[config.mk]
export PLATFORM = sky130hd
export DESIGN_NAME = imm_prefix_unit
export DESIGN_NICKNAME = d
export VERILOG_FILES = /design/src/rtl/imm_pfx_pkg.sv /design/src/rtl/pfx_decode.sv /design/src/rtl/ext_slot.sv /design/src/rtl/imm_out_reg.sv /design/src/rtl/imm_prefix_unit.sv
export SDC_FILE = /design/constraint.sdc
export NUM_CORES = 1
export LEC_CHECK = 0
export ABC_AREA = 1
export BUFFER_PORTS_ARGS = -buffer_cell sky130_fd_sc_hd__buf_2
export CAP_MARGIN = 25
export CORE_MARGIN = 2
export CORE_UTILIZATION = 33
export DETAILED_ROUTE_END_ITERATION = 6
export PLACE_DENSITY = 0.62
export SLEW_MARGIN = 25
export SYNTH_ARGS = -nofsm -noshare
export SYNTH_HDL_FRONTEND = slang
export SYNTH_SLANG_ARGS = --single-unit
[constraint.sdc]
create_clock -name clk -period 3.33 [get_ports clk]
set_input_delay 0.333 -clock clk [delete_from_list [all_inputs] [get_ports clk]]
set_output_delay 0.333 -clock clk [all_outputs]
set_load 0.03 [all_outputs]
[src/rtl/imm_pfx_pkg.sv]
package imm_pfx_pkg;
  typedef enum logic [1:0] {
    PK_NONE = 2'd0,
    PK_SRC  = 2'd1,
    PK_DST  = 2'd2
  } pfx_kind_t;

  localparam int SLOT_SRC = 0;
  localparam int SLOT_DST = 1;
  localparam int SLOTS    = 2;
endpackage

[src/rtl/pfx_decode.sv]
module pfx_decode
  import imm_pfx_pkg::*;
#(
  parameter int WORD_W = 32,
  parameter int COND_W = 4,
  parameter int OPC_W  = 5,
  parameter int IMM_W  = 9,
  parameter logic [OPC_W-1:0] SRC_OPC = 5'b11110,
  parameter logic [OPC_W-1:0] DST_OPC = 5'b11111
) (
  input  logic [WORD_W-1:0]          word,
  output pfx_kind_t                  kind,
  output logic [WORD_W-IMM_W-1:0]    payload,
  output logic [IMM_W-1:0]           s_field,
  output logic [IMM_W-1:0]           d_field
);
  localparam int PAY_W  = WORD_W - IMM_W;
  localparam int OPC_HI = WORD_W - COND_W - 1;
  localparam int OPC_LO = OPC_HI - OPC_W + 1;

  logic [OPC_W-1:0] opc;

  assign opc     = word[OPC_HI:OPC_LO];
  assign payload = word[PAY_W-1:0];
  assign s_field = word[IMM_W-1:0];
  assign d_field = word[2*IMM_W-1:IMM_W];

  always_comb begin
    if (opc == SRC_OPC)      kind = PK_SRC;
    else if (opc == DST_OPC) kind = PK_DST;
    else                     kind = PK_NONE;
  end
endmodule

[src/rtl/ext_slot.sv]
module ext_slot #(
  parameter int PAY_W = 23
) (
  input  logic             clk,
  input  logic             rst,
  input  logic             arm,
  input  logic [PAY_W-1:0] arm_payload,
  input  logic             consume,
  output logic             pend,
  output logic [PAY_W-1:0] payload
);
  // arm and consume come from disjoint word classes; arm wins regardless
  always_ff @(posedge clk) begin
    if (rst) begin
      pend <= 1'b0;
    end else if (arm) begin
      pend <= 1'b1;
    end else if (consume) begin
      pend <= 1'b0;
    end
  end

  // payload needs no reset: it is only read while pend is set
  always_ff @(posedge clk) begin
    if (arm) payload <= arm_payload;
  end
endmodule

[src/rtl/imm_out_reg.sv]
module imm_out_reg #(
  parameter int WORD_W = 32
) (
  input  logic              clk,
  input  logic              rst,
  input  logic              vld_d,
  input  logic              nop_d,
  input  logic [WORD_W-1:0] s_d,
  input  logic [WORD_W-1:0] d_d,
  output logic              vld_q,
  output logic              nop_q,
  output logic [WORD_W-1:0] s_q,
  output logic [WORD_W-1:0] d_q
);
  always_ff @(posedge clk) begin
    if (rst) begin
      vld_q <= 1'b0;
      nop_q <= 1'b0;
      s_q   <= '0;
      d_q   <= '0;
    end else begin
      vld_q <= vld_d;
      if (vld_d) begin
        nop_q <= nop_d;
        s_q   <= s_d;
        d_q   <= d_d;
      end
    end
  end
endmodule

[src/rtl/imm_prefix_unit.sv]
module imm_prefix_unit
  import imm_pfx_pkg::*;
#(
  parameter int WORD_W = 32,
  parameter int COND_W = 4,
  parameter int OPC_W  = 5,
  parameter int IMM_W  = 9,
  parameter logic [OPC_W-1:0] SRC_OPC = 5'b11110,
  parameter logic [OPC_W-1:0] DST_OPC = 5'b11111
) (
  input  logic              clk,
  input  logic              rst,
  input  logic              in_valid,
  input  logic [WORD_W-1:0] in_word,
  input  logic              cond_pass,
  input  logic              src_is_imm,
  input  logic              dst_is_imm,
  output logic              out_valid,
  output logic [WORD_W-1:0] src_imm,
  output logic [WORD_W-1:0] dst_imm,
  output logic              prefix_nop
);
  localparam int PAY_W = WORD_W - IMM_W;

  pfx_kind_t        kind;
  logic [PAY_W-1:0] word_pay;
  logic [IMM_W-1:0] s_field, d_field;

  logic [IMM_W-1:0]  field   [SLOTS];
  logic              use_imm [SLOTS];
  pfx_kind_t         my_kind [SLOTS];
  logic              pend    [SLOTS];
  logic [PAY_W-1:0]  pay     [SLOTS];
  logic [WORD_W-1:0] imm_d   [SLOTS];

  logic is_prefix, take;
  logic s_pend, d_pend;

  pfx_decode #(
    .WORD_W(WORD_W), .COND_W(COND_W), .OPC_W(OPC_W), .IMM_W(IMM_W),
    .SRC_OPC(SRC_OPC), .DST_OPC(DST_OPC)
  ) u_dec (
    .word(in_word), .kind(kind), .payload(word_pay),
    .s_field(s_field), .d_field(d_field)
  );

  assign is_prefix = (kind != PK_NONE);
  assign take      = in_valid && cond_pass;

  assign field[SLOT_SRC]   = s_field;
  assign field[SLOT_DST]   = d_field;
  assign use_imm[SLOT_SRC] = src_is_imm;
  assign use_imm[SLOT_DST] = dst_is_imm;
  assign my_kind[SLOT_SRC] = PK_SRC;
  assign my_kind[SLOT_DST] = PK_DST;

  for (genvar g = 0; g < SLOTS; g++) begin : g_slot
    logic arm_g, use_g;

    assign arm_g = take && (kind == my_kind[g]);
    assign use_g = take && !is_prefix && use_imm[g] && pend[g];

    ext_slot #(.PAY_W(PAY_W)) u_slot (
      .clk(clk), .rst(rst),
      .arm(arm_g), .arm_payload(word_pay),
      .consume(use_g),
      .pend(pend[g]), .payload(pay[g])
    );

    always_comb begin
      if (is_prefix)  imm_d[g] = '0;
      else if (use_g) imm_d[g] = {pay[g], field[g]};
      else            imm_d[g] = {{PAY_W{1'b0}}, field[g]};
    end
  end

  assign s_pend = pend[SLOT_SRC];
  assign d_pend = pend[SLOT_DST];

  imm_out_reg #(.WORD_W(WORD_W)) u_out (
    .clk(clk), .rst(rst),
    .vld_d(in_valid), .nop_d(is_prefix),
    .s_d(imm_d[SLOT_SRC]), .d_d(imm_d[SLOT_DST]),
    .vld_q(out_valid), .nop_q(prefix_nop),
    .s_q(src_imm), .d_q(dst_imm)
  );
endmodule

[After elaboration in Yosys (flattened, before gate mapping)]
Index checks and enable logic that the tools add are counted.
Word-level totals
  bits in registers: 114
  bits of input ports: 38
  output and inout port bits: 66
Cells by class
  eq/ne operators: 4
  muxes and demuxes: 10
  reduce and logical (&&, ||, !) cells: 12
Operators by type and width (number)
  32-bit 2-to-1 mux: 4
  5-bit == test (second input constant): 2
  1-bit logical AND: 8
  2-bit nonzero test: 3
  1-bit 2-to-1 mux: 4
  2-bit 2-to-1 mux: 2
  2-bit by 1-bit == test with 1-bit output (second input constant): 1
  2-bit == test (second input constant): 1
  1-bit logical NOT: 1

[Longest topological paths before layout]
  depth in word-level cells: 10
  gate-level depth with buffers: 7
  depth with buffers taken out: 6

[Hierarchy]
A second synthesis with hierarchy kept.
Unflattened totals
  cell total of the unflattened synthesis: 668
  area, all modules: 5191.2 um2
By module, submodules not included
  imm_out_reg: instances 1, cells each 416, area an instance 2703.8 um2, seq. area each 1321.3 um2
  ext_slot: instances 2, cells each 28, area an instance 730.7 um2, seq. area each 710.7 um2
  imm_prefix_unit: instances 1, cells each 149, area an instance 693.2 um2, seq. area each 0.0 um2
  pfx_decode: instances 1, cells each 47, area an instance 332.8 um2, seq. area each 0.0 um2

[Worst setup path before layout]
Ideal clock, no wire load.
  kind: input to register
  from: in in_word[26]
  to: reg g_slot[1].u_slot.payload[0], enable pin
  data arrival time: 1.176 ns
  data required time: 2.952 ns
  slack: 1.776 ns
  stages on the path: 4
  path buffers: 0
  cell sequence: nand2_1 > nor2_4 > nand3_1 > inv_1
Between the ends
  cells in the longest elaborated chain, start to end: 5
RTL lines
  from (decl): RTL line imm_prefix_unit.sv:14  | input logic [WORD_W-1:0] in_word,
  5-bit == test: RTL line pfx_decode.sv:30  | else if (opc == DST_OPC) kind = PK_DST;
  2-bit 2-to-1 mux: RTL line pfx_decode.sv:30
  2-bit 2-to-1 mux (*): RTL line pfx_decode.sv:29  | if (opc == SRC_OPC) kind = PK_SRC;
  2-bit == test (*): RTL line imm_prefix_unit.sv:60  | assign arm_g = take && (kind == my_kind[g]);
  1-bit logical AND (*): RTL line imm_prefix_unit.sv:60
  net g_slot[1].arm_g: RTL line imm_prefix_unit.sv:58  | logic arm_g, use_g;
  to (signal assigned): RTL line ext_slot.sv:25  | if (arm) payload <= arm_payload;
  to (decl): RTL line ext_slot.sv:10  | output logic [PAY_W-1:0] payload
The timed path passes the listed nets; every way through them passes the cells marked *.
A chain may end at the register's enable or synchronous reset.

[Final worst setup path]
  from: in in_word[26]
  to: reg g_slot[1].u_slot.payload[15], enable pin
Same word-level chain as after synthesis.

==> impl_metrics.json <==
{
  "critical_path_required_ns": 3.43,
  "final_cells": 608,
  "wl_per_cell_um": 16.1,
  "yosys.area.top_type": "edfxtp_1",
  "fin_crit_ns": 1.61,
  "clk_pin_slew_ns": 0.06,
  "clock_sinks": 114,
  "async_flop_share_pct": 0,
  "cts_setup_buffers": 0,
  "arrival_ns": 1.71,
  "status": "finished with violations",
  "max_freq_ghz": 0.623,
  "drt_iter0_drc": 168,
  "cp_max_fo": 15,
  "synth_cell_types": 16,
  "num_vias": 2973,
  "path_delay_family": "buffers and inverters",
  "hold_viol_final": 0,
  "cap_violations": 0,
  "worst_pin_slew_ns": 0.931,
  "drive_gt1_share_pct": 30.6,
  "synthTopCellsByCount": "nand2_1, dfxtp_1, a21oi_1",
  "cts_made_buffers": 17,
  "p_seq_share_pct": 43.6,
  "antenna_found_initial": 1,
  "fin_skew_ns": 0.0101,
  "synth_seq_cells": 114,
  "slew_viol_final": 0,
  "setup_viol": 0,
  "cp-end-kind": "flip-flop",
  "dieArea_mm2": 0.0128,
  "synthMostInstantiatedCell": "nand2_1",
  "syn-instance-count": 357,
  "violations": "design-rule violations",
  "ctsResizeCount": 0,
  "final_core_util_pct": 44.3,
  "fp.dieH_um": 113,
  "synth_edf_count": 46,
  "cp_cell_sequence": "buf_2, nand2_1, nor2_4, nand3_1, inv_1, buf_4",
  "postRouteAntennaNets": 0,
  "grt_setup_unrepaired": "false",
  "routed_wl_mm": 9.79,
  "min_path_type": "input pin to flip-flop",
  "synthesis.nets": 395,
  "vias_per_cell": 4.89,
  "max_slew_margin_pct": 37.8,
  "clock_path_buffers": 2,
  "total_power_mw": 3.39,
  "synthTopCellsByArea": "edfxtp_1, dfxtp_1, nand2_1",
  "worst-path-buf-inv": 3,
  "drc": 10,
  "post-dp-hpwl_mm": 6.18,
  "core_mm2": 0.0115,
  "ctsHtreeMaxLevel": 4,
  "ir_drop_mv": 0.274,
  "start_util_pct": 34.0,
  "power_leakage_nw": 1.99,
  "finalCritPeriodShare_pct": 48.2,
  "grt_overflow_total": 0,
  "area_growth_pct": 30.1,
  "swShare_pct": 22.1,
  "pre_cts_ws_ns": 1.30,
  "holdBufCountCts": 0,
  "post-place-cells": 574,
  "syn_area_mm2": 0.00392,
  "crit_type": "input pin to flip-flop",
  "start_kind": "input pin",
  "clockPowerShare_pct": 52.0,
  "synth_top_area_share_pct": 35.2,
  "yosys_most_used_dff": "dfxtp_1",
  "num_rows": 39,
  "synth-warning-count": 0,
  "io_pins": 104,
  "dr.pass1.iters": 7,
  "crit_path_max_incr_delay_ns": 0.53,
  "pwr_density_cell_mw_per_mm2": 664,
  "intPower_mw": 2.64,
  "final_nets": 489,
  "switchingPower_mw": 0.750,
  "slowest_stage": "inv_1",
  "synth-seq-area-share_pct": 70.0,
  "grtUsageTotal_pct": 15.7,
  "avgSynthCellArea_um2": 11.0,
  "tns_ns": 0,
  "grt_pass1_vias": 2886,
  "grt_max_degree": 50,
  "grt_pass1_wl_mm": 15.1,
  "die_w_um": 113,
  "cts_tree": "yes",
  "clk_latency_ns": 0.41,
  "pwr-share-comb_pct": 4.4,
  "cts-root-buf": "clkbuf_16",
  "gp_congestion": 0.770,
  "layout_setup_ws_ns": 1.72,
  "port_buffers": 99
}
[final cells by class]
class	count	area, um^2
Antenna cell	1	2.50
Clock buffer	20	489
Clock inverter	12	104
Fill cell	1104	6420
Inverter	4	15.0
Multi-Input combinational cell	210	1010
Sequential cell	114	2740
Tap cell	143	179
Timing Repair Buffer	104	553
[through the flow]
| stage | area [um^2] | hold slack (ns) |
|---|---|---|
| CTS | 5070 | 0.0965 |
| detailed placement | 4480 | 0.455 |
| global placement | 4480 | 0.451 |
| floorplan | 3920 | 0.432 |
| global route | 5100 | 0.103 |
| finish | 5100 | 0.112 |
[layer usage]
layer / vias up / share of wire, % / GRT usage, %
met5: - / 0 / 0
met4: 0 / 1.0 / 6.18
met3: 6 / 4.8 / 5.30
met2: 64 / 49 / 25.6
met1: 1444 / 45 / 19.1
li1: 1459 / - / -
[layout by cell type, fill, tap and decap left out, drive strengths merged]
cell | netlist | final
clkinv | 0 | 8
edfxtp | 46 | 46
dfxtp | 68 | 68
nand4 | 46 | 46
clkbuf | 13 | 20
nand3 | 1 | 1
bufinv | 0 | 1
buf | 16 | 104
clkinvlp | 0 | 3
diode | 0 | 1
a21oi | 66 | 66
nor2 | 6 | 6
inv | 4 | 4
nor3 | 1 | 1
nand2 | 90 | 90
[worst register-to-register path, stage by stage (launching register included)]
cell	delay (ns)
dfxtp_1	0.93
nand4_1	0.19
a21oi_1	0.17
[registers in the layout (all words and copies together), names as in the netlist]
name                   count
u_out.vld_q                1
u_out.d_q                 32
g_slot.u_slot.pend         2
u_out.s_q                 32
g_slot.u_slot.payload     46
u_out.nop_q                1
[power groups by stage]
| stage | logic (mW) | registers, mW | clock network, mW |
|---|---|---|---|
| 3_5_place_dp | 0.151 | 1.51 | 0 |
| 3_3_place_gp | 0.148 | 1.51 | 0 |
| 4_1_cts | 0.151 | 1.48 | 1.79 |
| 5_1_grt | 0.162 | 1.48 | 1.87 |
| 2_1_floorplan | 0.0657 | 1.53 | 0 |
| 6_report | 0.149 | 1.48 | 1.76 |
[path summary, 6_finish.rpt]
path / start / end / slack, ns / cells after the start
max: in_word[26] / g_slot[1].u_slot.payload[15]$_DFFE_PP_ / 1.72 / 6
min reg2reg: u_out.s_q[16]$_SDFFE_PP0P_ / u_out.s_q[16]$_SDFFE_PP0P_ / 0.46 / 2
min: in_word[22] / g_slot[1].u_slot.payload[22]$_DFFE_PP_ / 0.11 / 1
max reg2reg: g_slot[0].u_slot.pend$_SDFFE_PP0P_ / u_out.s_q[24]$_SDFFE_PP0P_ / 1.96 / 2
[cell families (layout without fill, tap and decap cells)]
group / Yosys count / after routing / synth area share (%)
buf+inv: 33 / 140 / 4.15
compound gates: 66 / 66 / 8.43
flops: 114 / 114 / 70.0
other cells: 0 / 1 / 0
simple gates: 144 / 144 / 17.4
(Power assumes the default switching activity.)
